<file path="src/rtl/ccs_pkg.sv">
package ccs_pkg;
   typedef enum logic [1:0] {
      ST_IDLE = 2'd0,
      ST_ON   = 2'd1,
      ST_OFF  = 2'd2
   } ccs_state_e;

   typedef struct packed {
      logic vcc;
      logic io;
      logic clk;
   } ccs_snap_t;
endpackage

</file>
<file path="src/rtl/ccs_timer.sv">
module ccs_timer #(
   parameter int LIMIT = 448,
   localparam int W = $clog2(LIMIT + 1)
) (
   input  logic         clk,
   input  logic         rst_n,
   input  logic         clr,
   input  logic         run,
   output logic [W-1:0] cnt
);
   localparam logic [W-1:0] TOP = W'(LIMIT);

   generate
      if (LIMIT < 1) begin : g_bad
         $error("ccs_timer: LIMIT must be at least 1");
      end
   endgenerate

   always_ff @(posedge clk or negedge rst_n) begin
      if (!rst_n)
         cnt <= '0;
      else if (clr)
         cnt <= '0;
      else if (run && cnt != TOP)
         cnt <= cnt + 1'b1;
   end
endmodule

</file>
<file path="src/rtl/ccs_holdoff.sv">
module ccs_holdoff #(
   parameter int HOLD_CYC = 25600
) (
   input  logic clk,
   input  logic rst_n,
   input  logic alarm,
   output logic ready
);
   generate
      if (HOLD_CYC < 0) begin : g_bad
         $error("ccs_holdoff: HOLD_CYC must not be negative");
      end else if (HOLD_CYC == 0) begin : g_none
         assign ready = !alarm;
      end else begin : g_cnt
         localparam int HW = $clog2(HOLD_CYC + 1);
         localparam logic [HW-1:0] LOAD = HW'(HOLD_CYC);
         logic [HW-1:0] remain;

         always_ff @(posedge clk or negedge rst_n) begin
            if (!rst_n)
               remain <= LOAD;
            else if (alarm)
               remain <= LOAD;
            else if (remain != '0)
               remain <= remain - 1'b1;
         end

         assign ready = (remain == '0) && !alarm;
      end
   endgenerate
endmodule

</file>
<file path="src/rtl/ccs_detect.sv">
module ccs_detect #(
   parameter int SYNC_STAGES = 0
) (
   input  logic clk,
   input  logic rst_n,
   input  logic raw_hi,
   input  logic raw_lo_n,
   output logic present
);
   generate
      if (SYNC_STAGES < 0 || SYNC_STAGES > 3) begin : g_bad
         $error("ccs_detect: SYNC_STAGES must be 0 to 3");
      end else if (SYNC_STAGES == 0) begin : g_direct
         assign present = raw_hi | ~raw_lo_n;
      end else begin : g_sync
         logic [SYNC_STAGES-1:0] s_hi;
         logic [SYNC_STAGES-1:0] s_lo;
         logic [SYNC_STAGES:0]   c_hi;
         logic [SYNC_STAGES:0]   c_lo;

         assign c_hi = {s_hi, raw_hi};
         assign c_lo = {s_lo, raw_lo_n};

         always_ff @(posedge clk or negedge rst_n) begin
            if (!rst_n) begin
               s_hi <= '0;
               s_lo <= '1;
            end else begin
               s_hi <= c_hi[SYNC_STAGES-1:0];
               s_lo <= c_lo[SYNC_STAGES-1:0];
            end
         end

         assign present = s_hi[SYNC_STAGES-1] | ~s_lo[SYNC_STAGES-1];
      end
   endgenerate
endmodule

</file>
<file path="src/rtl/ccs_sequencer.sv">
module ccs_sequencer
   import ccs_pkg::*;
#(
   parameter int UNIT_CYC    = 64,
   parameter int HOLD_UNITS  = 400,
   parameter int SYNC_STAGES = 0
) (
   input  logic clk,
   input  logic rst_n,
   input  logic sess_n,
   input  logic host_rst,
   input  logic det_hi,
   input  logic det_lo_n,
   input  logic alarm,
   input  logic fault,
   output logic pwr_en,
   output logic vcc_up,
   output logic io_en,
   output logic clk_en,
   output logic crst,
   output logic stat_n
);
   localparam int RAMP_CYC = (3 * UNIT_CYC) / 2;
   localparam int IO_CYC   = 4 * UNIT_CYC;
   localparam int RST_CYC  = 7 * UNIT_CYC;
   localparam int OFF_LEN  = 3 * UNIT_CYC;
   localparam int HOLD_CYC = HOLD_UNITS * UNIT_CYC;
   localparam int TW       = $clog2(RST_CYC + 1);

   localparam logic [TW-1:0] T_RAMP  = TW'(RAMP_CYC);
   localparam logic [TW-1:0] T_IO    = TW'(IO_CYC);
   localparam logic [TW-1:0] T_RST   = TW'(RST_CYC);
   localparam logic [TW-1:0] T_CLKOF = TW'(UNIT_CYC);
   localparam logic [TW-1:0] T_IOOF  = TW'(2 * UNIT_CYC);
   localparam logic [TW-1:0] T_LAST  = TW'(OFF_LEN - 1);

   generate
      if (UNIT_CYC < 2 || (UNIT_CYC % 2) != 0) begin : g_bad_unit
         $error("ccs_sequencer: UNIT_CYC must be even and at least 2");
      end
      if (HOLD_UNITS < 0) begin : g_bad_hold
         $error("ccs_sequencer: HOLD_UNITS must not be negative");
      end
   endgenerate

   ccs_state_e    st;
   ccs_snap_t     snap;
   logic [TW-1:0] t;
   logic          present;
   logic          hold_ready;
   logic          armed;
   logic          clk_hold;
   logic          flt;
   logic          accept;
   logic          reject;
   logic          stop;
   logic          abnormal;

   ccs_detect #(.SYNC_STAGES(SYNC_STAGES)) i_detect (
      .clk      (clk),
      .rst_n    (rst_n),
      .raw_hi   (det_hi),
      .raw_lo_n (det_lo_n),
      .present  (present)
   );

   ccs_holdoff #(.HOLD_CYC(HOLD_CYC)) i_holdoff (
      .clk   (clk),
      .rst_n (rst_n),
      .alarm (alarm),
      .ready (hold_ready)
   );

   ccs_timer #(.LIMIT(RST_CYC)) i_timer (
      .clk   (clk),
      .rst_n (rst_n),
      .clr   (accept | stop),
      .run   (st != ST_IDLE),
      .cnt   (t)
   );

   // request decoding
   always_comb begin
      accept   = (st == ST_IDLE) && !sess_n && armed && present
                 && !fault && hold_ready;
      reject   = (st == ST_IDLE) && !sess_n && armed && !accept;
      stop     = (st == ST_ON) && (sess_n || !present || alarm || fault);
      abnormal = stop && (!present || alarm || fault);
   end

   // phase state
   always_ff @(posedge clk or negedge rst_n) begin
      if (!rst_n)
         st <= ST_IDLE;
      else begin
         unique case (st)
            ST_IDLE: if (accept) st <= ST_ON;
            ST_ON:   if (stop) st <= ST_OFF;
            ST_OFF:  if (t == T_LAST) st <= ST_IDLE;
            default: st <= ST_IDLE;
         endcase
      end
   end

   // re-arm: the command must be seen idle before a new start
   always_ff @(posedge clk or negedge rst_n) begin
      if (!rst_n)
         armed <= 1'b0;
      else if (st != ST_IDLE)
         armed <= 1'b0;
      else
         armed <= sess_n;
   end

   // clock hold requested by the host at session start
   always_ff @(posedge clk or negedge rst_n) begin
      if (!rst_n)
         clk_hold <= 1'b0;
      else if (accept)
         clk_hold <= host_rst;
      else if (st == ST_ON && !host_rst)
         clk_hold <= 1'b0;
   end

   // contacts live at the moment shutdown begins
   always_ff @(posedge clk or negedge rst_n) begin
      if (!rst_n)
         snap <= '0;
      else if (stop)
         snap <= '{vcc: vcc_up, io: io_en, clk: clk_en};
   end

   // refusal / abnormal shutdown flag for the status line
   always_ff @(posedge clk or negedge rst_n) begin
      if (!rst_n)
         flt <= 1'b0;
      else if (reject || abnormal)
         flt <= 1'b1;
      else if (sess_n)
         flt <= 1'b0;
   end

   // contact enables
   always_comb begin
      pwr_en = 1'b0;
      vcc_up = 1'b0;
      io_en  = 1'b0;
      clk_en = 1'b0;
      crst   = 1'b0;
      unique case (st)
         ST_ON: begin
            pwr_en = 1'b1;
            vcc_up = (t >= T_RAMP);
            io_en  = (t >= T_IO);
            clk_en = (t >= T_IO) && (!clk_hold || t >= T_RST);
            crst   = (t >= T_RST) && host_rst;
         end
         ST_OFF: begin
            pwr_en = 1'b1;
            vcc_up = snap.vcc;
            io_en  = snap.io && (t < T_IOOF);
            clk_en = snap.clk && (t < T_CLKOF);
         end
         default: ;
      endcase
   end

   assign stat_n = sess_n ? present : !flt;
endmodule

</file>
<file path="config.mk">
export PLATFORM = sky130hd
export DESIGN_NAME = ccs_sequencer
export DESIGN_NICKNAME = d
export VERILOG_FILES = /design/src/rtl/ccs_pkg.sv /design/src/rtl/ccs_timer.sv /design/src/rtl/ccs_holdoff.sv /design/src/rtl/ccs_detect.sv /design/src/rtl/ccs_sequencer.sv
export SDC_FILE = /design/constraint.sdc
export NUM_CORES = 1
export LEC_CHECK = 0
export BUFFER_PORTS_ARGS = -buffer_cell sky130_fd_sc_hd__buf_4
export CELL_PAD_IN_SITES_DETAIL_PLACEMENT = 0
export CELL_PAD_IN_SITES_GLOBAL_PLACEMENT = 2
export CORE_MARGIN = 2
export CORE_UTILIZATION = 38
export DETAILED_ROUTE_END_ITERATION = 10
export PLACE_DENSITY_LB_ADDON = 0.05
export SETUP_SLACK_MARGIN = 0.3
export SLEW_MARGIN = 10
export SYNTH_ARGS = -nofsm -noshare
export SYNTH_HDL_FRONTEND = slang
export SYNTH_HIERARCHICAL = 1
export SYNTH_SLANG_ARGS = --single-unit
</file>
<file path="constraint.sdc">
create_clock -name clk -period 3.3 [get_ports clk]
set_input_delay 0.165 -clock clk [delete_from_list [all_inputs] [get_ports clk]]
set_output_delay 0.165 -clock clk [all_outputs]
set_load 0.005 [all_outputs]
</file>
==> flow_metrics.env <==
export IMPL_synth_seq_area_share_pct=41.7
export IMPL_core_um2=4820
export IMPL_holdPathStages=2
export IMPL_p_seq_share_pct=39.8
export IMPL_cts_setup_buffers=0
export IMPL_dieArea_um2=5660
export IMPL_drc_errors=0
export IMPL_syn_inst=196
export IMPL_hold_buffers=1
export IMPL_holdCritPathClass="input port to flop"
export IMPL_cts_sinks=32
export IMPL_fmax_ghz=0.359
export IMPL_async_reset_ff_share_pct=100
export IMPL_maxSlewViolCount=0
export IMPL_p_int_mw=0.888
export IMPL_worstPathMaxFanout=6
export IMPL_cp_cell_sequence="inv_1 -> ha_1 -> or3b_2 -> nor4_4 -> nor2b_1 -> nand3b_1 -> nor3_1 -> nand2b_1 -> nor2_1 -> mux2_4"
export IMPL_rows=25
export IMPL_muxShareOfSynthArea_pct=4.41
export IMPL_grt_usage_pct=16.7
export IMPL_cts_max_path_buffers=2
export IMPL_fin_crit_sh_pct=84.4
export IMPL_grt_pass1_vias=1507
export IMPL_sw_frac_of_total_pct=37.8
export IMPL_hold_violations=0
export IMPL_maxCapViolCount=0
export IMPL_hold_end="clk_hold"
export IMPL_synth_compound_area_share_pct=18.0
export IMPL_grtUsageMet3_pct=4.69
export IMPL_drive_above_1_share_pct=18.1
export IMPL_regToRegSetupSlack_ns=0.51
export IMPL_grt_pass1_wl_mm=7.02
export IMPL_p_clk_share_pct=21.9
export IMPL_p_leak_nw=0.911
export IMPL_antenna_found_initial=0
export IMPL_die_h_um=75.2
export IMPL_synth_top_family_by_area="simple AND/OR/NAND/NOR gates"
export IMPL_worstSetupPathType="flop to flop"
export IMPL_final_cell_mix="dfrtp_1 (29), nand2_1 (16), buf_4 (15), nor2_1 (13), a21oi_1 (13)"
export IMPL_outcome="finished clean"
export IMPL_clock_latency_ns=0.28
export IMPL_arrival_ns=2.95
export IMPL_layout_commonest_cell="dfrtp_1"
export IMPL_slowest_delay_ns=0.51
export IMPL_tightestPinTransition_ns=0.624
export IMPL_synth_net_count=211
export IMPL_drt_iter0_markers=68
export IMPL_cts_reportedPaths_clkPinSlew_ns=0.06
export IMPL_finalSetupViolations=0
export IMPL_place_port_buffers=13
export IMPL_p_comb_share_pct=38.3
export IMPL_tns_ns=0
export IMPL_synth_cell_types=52
export IMPL_area_growth_pct=14.5
export IMPL_crit_required_ns=3.47
export IMPL_ir_drop_mv=0.272
export IMPL_routedWlPerCell_um=14.4
export IMPL_cp_end_kind="flop"
export IMPL_overflow=0
export IMPL_final_cells=283
export IMPL_p_per_area_nw_per_um2=647
export IMPL_synth_flop_cell="dfrtp_1"
export IMPL_nNetsFinal=230
export IMPL_r2r_start="i_holdoff/g_cnt.remain[0]"
export IMPL_period_needed_ns=2.79
export IMPL_synth_edf_count=0
export IMPL_synthAdderAreaFrac_pct=4.54
export IMPL_die_w_um=75.2
export IMPL_critPathSlowestCell="or3b_2"
export IMPL_p_switching_mw=0.540
export IMPL_cts_resized=0
export IMPL_use_met2_pct=24.9
export IMPL_num_vias=1547
export IMPL_placed_cells=274
export IMPL_viasPerCell=5.47
export IMPL_critPathBufInv=1
export IMPL_hpwlAfterDp_mm=3.00
export IMPL_routed_wl_mm=4.09
export IMPL_grt_busiest_layer="met2"
export IMPL_r2r_end="i_timer/cnt[0]"
export IMPL_synth_simple_area_share_pct=26.3
export IMPL_slew_headroom_pct=58.1
export IMPL_antenna_cells=0
export IMPL_start_kind="flop"
export IMPL_finClkSkew_ns=0.00538
export IMPL_synth_area_um2=1930
export IMPL_use_met1_pct=22.9
export IMPL_hold_start="host_rst"
export IMPL_gp_congestion=0.850
export IMPL_initial_core_util_pct=40.0
export IMPL_numCtsBuffers=5
export IMPL_antenna_left=0
export IMPL_cts_root_buffer="clkbuf_8"
export IMPL_r2r_cells=10
export IMPL_rsz0062_at_grt="no"
export IMPL_grt_max_degree=33
export IMPL_cpLargestDelayFamily="simple AND/OR/NAND/NOR gates"
export IMPL_dr_pass1_iters=4
export IMPL_cts_tree="built"
export IMPL_syn_avg_cell_area_um2=9.84
export IMPL_cts_max_level=2
export IMPL_ys_seq_elements=32
export IMPL_yosys_warnings=6
export IMPL_ios=14
export IMPL_synth_xor_area_share_pct=1.82
-- state kept, by name (all words and copies together) (netlist names) --
name / cells
st: 2
flt: 1
snap: 3
armed: 1
i_timer/cnt: 9
i_holdoff/g_cnt.remain: 15
clk_hold: 1
-- kinds of logic after synthesis --
family	Yosys count
compound gates	47
xor+xnor	4
fa+ha+maj	7
buf+inv	16
flops	32
mux	7
simple gates	83
-- Yosys cell counts (all sizes together), types with 3 or more instances --
master	count	area (um^2)
dfrtp	29	726
nand2	16	60.1
a21oi	13	65.1
nor2	13	48.8
inv	12	45.0
ha	7	87.6
o21ai	7	35.0
mux2	6	75.1
nand4	6	43.8
nor3	6	30.0
o31ai	6	58.8
or4	6	45.0
nand3	5	25.0
or3	5	31.3
nand2b	4	25.0
nor2b	4	25.0
nor4	4	55.1
a31oi	3	18.8
clkbuf	3	11.3
dfstp	3	78.8
o41ai	3	45.1
xor2	3	26.3
-- power groups by stage --
stage | logic [mW] | clock network [mW] | registers [mW]
floorplan | 0.415 | 0 | 0.547
finish | 0.547 | 0.312 | 0.568
detailed placement | 0.548 | 0 | 0.572
global placement | 0.545 | 0 | 0.571
CTS | 0.553 | 0.322 | 0.566
global route | 0.618 | 0.340 | 0.582
-- area by class of cell --
cell class                 instances  area (um^2)
fill                             493         2610
timing repair buffer              16          123
inverter                          12         45.0
clock buffer                       8         90.1
tap                               67         83.8
multi-input combinational        148         1060
sequential                        32          805
-- through the flow --
stage	power, mW	worst slack, ns	utilization (%)	instance area, um^2	hold WS [ns]
floorplan	0.963	0.430	-	1930	-0.131
global placement	1.12	0.637	43.8	2110	0.132
detailed placement	1.12	0.510	43.8	2110	0.133
CTS	1.44	0.484	45.8	2210	0.115
global route	1.54	0.314	45.8	2210	0.116
finish	1.43	0.514	45.8	2210	0.122
-- worst max path at each step --
stage / slack (ns) / to / depth (start not counted) / start
3_5_place_dp: 0.51 / i_timer/cnt[0] / 10 / i_holdoff/g_cnt.remain[0]
2_1_floorplan: 0.43 / i_timer/cnt[0] / 9 / i_holdoff/g_cnt.remain[6]
5_1_grt: 0.31 / i_timer/cnt[0] / 10 / i_holdoff/g_cnt.remain[0]
4_1_cts: 0.48 / i_timer/cnt[0] / 10 / i_holdoff/g_cnt.remain[0]
3_3_place_gp: 0.64 / i_timer/cnt[0] / 8 / i_holdoff/g_cnt.remain[6]
6_report: 0.51 / i_timer/cnt[0] / 10 / i_holdoff/g_cnt.remain[0]
-- layer usage --
metal  share of wire (%)  vias up
met5                   0        -
met4                 1.2        0
met3                 3.4        6
met2                  45       29
met1                  51      742
li1                    -      770
-- worst reg2reg max path: cells and delay by family (launching register included) --
kind / cells / cell delay (ns)
AND/OR/NAND/NOR: 7 / 1.72
flip-flops: 1 / 0.39
multiplexers: 1 / 0.27
adder cells (fa/ha/maj): 1 / 0.21
buffers and inverters: 1 / 0.10
Power figures use the tool's default switching activity.
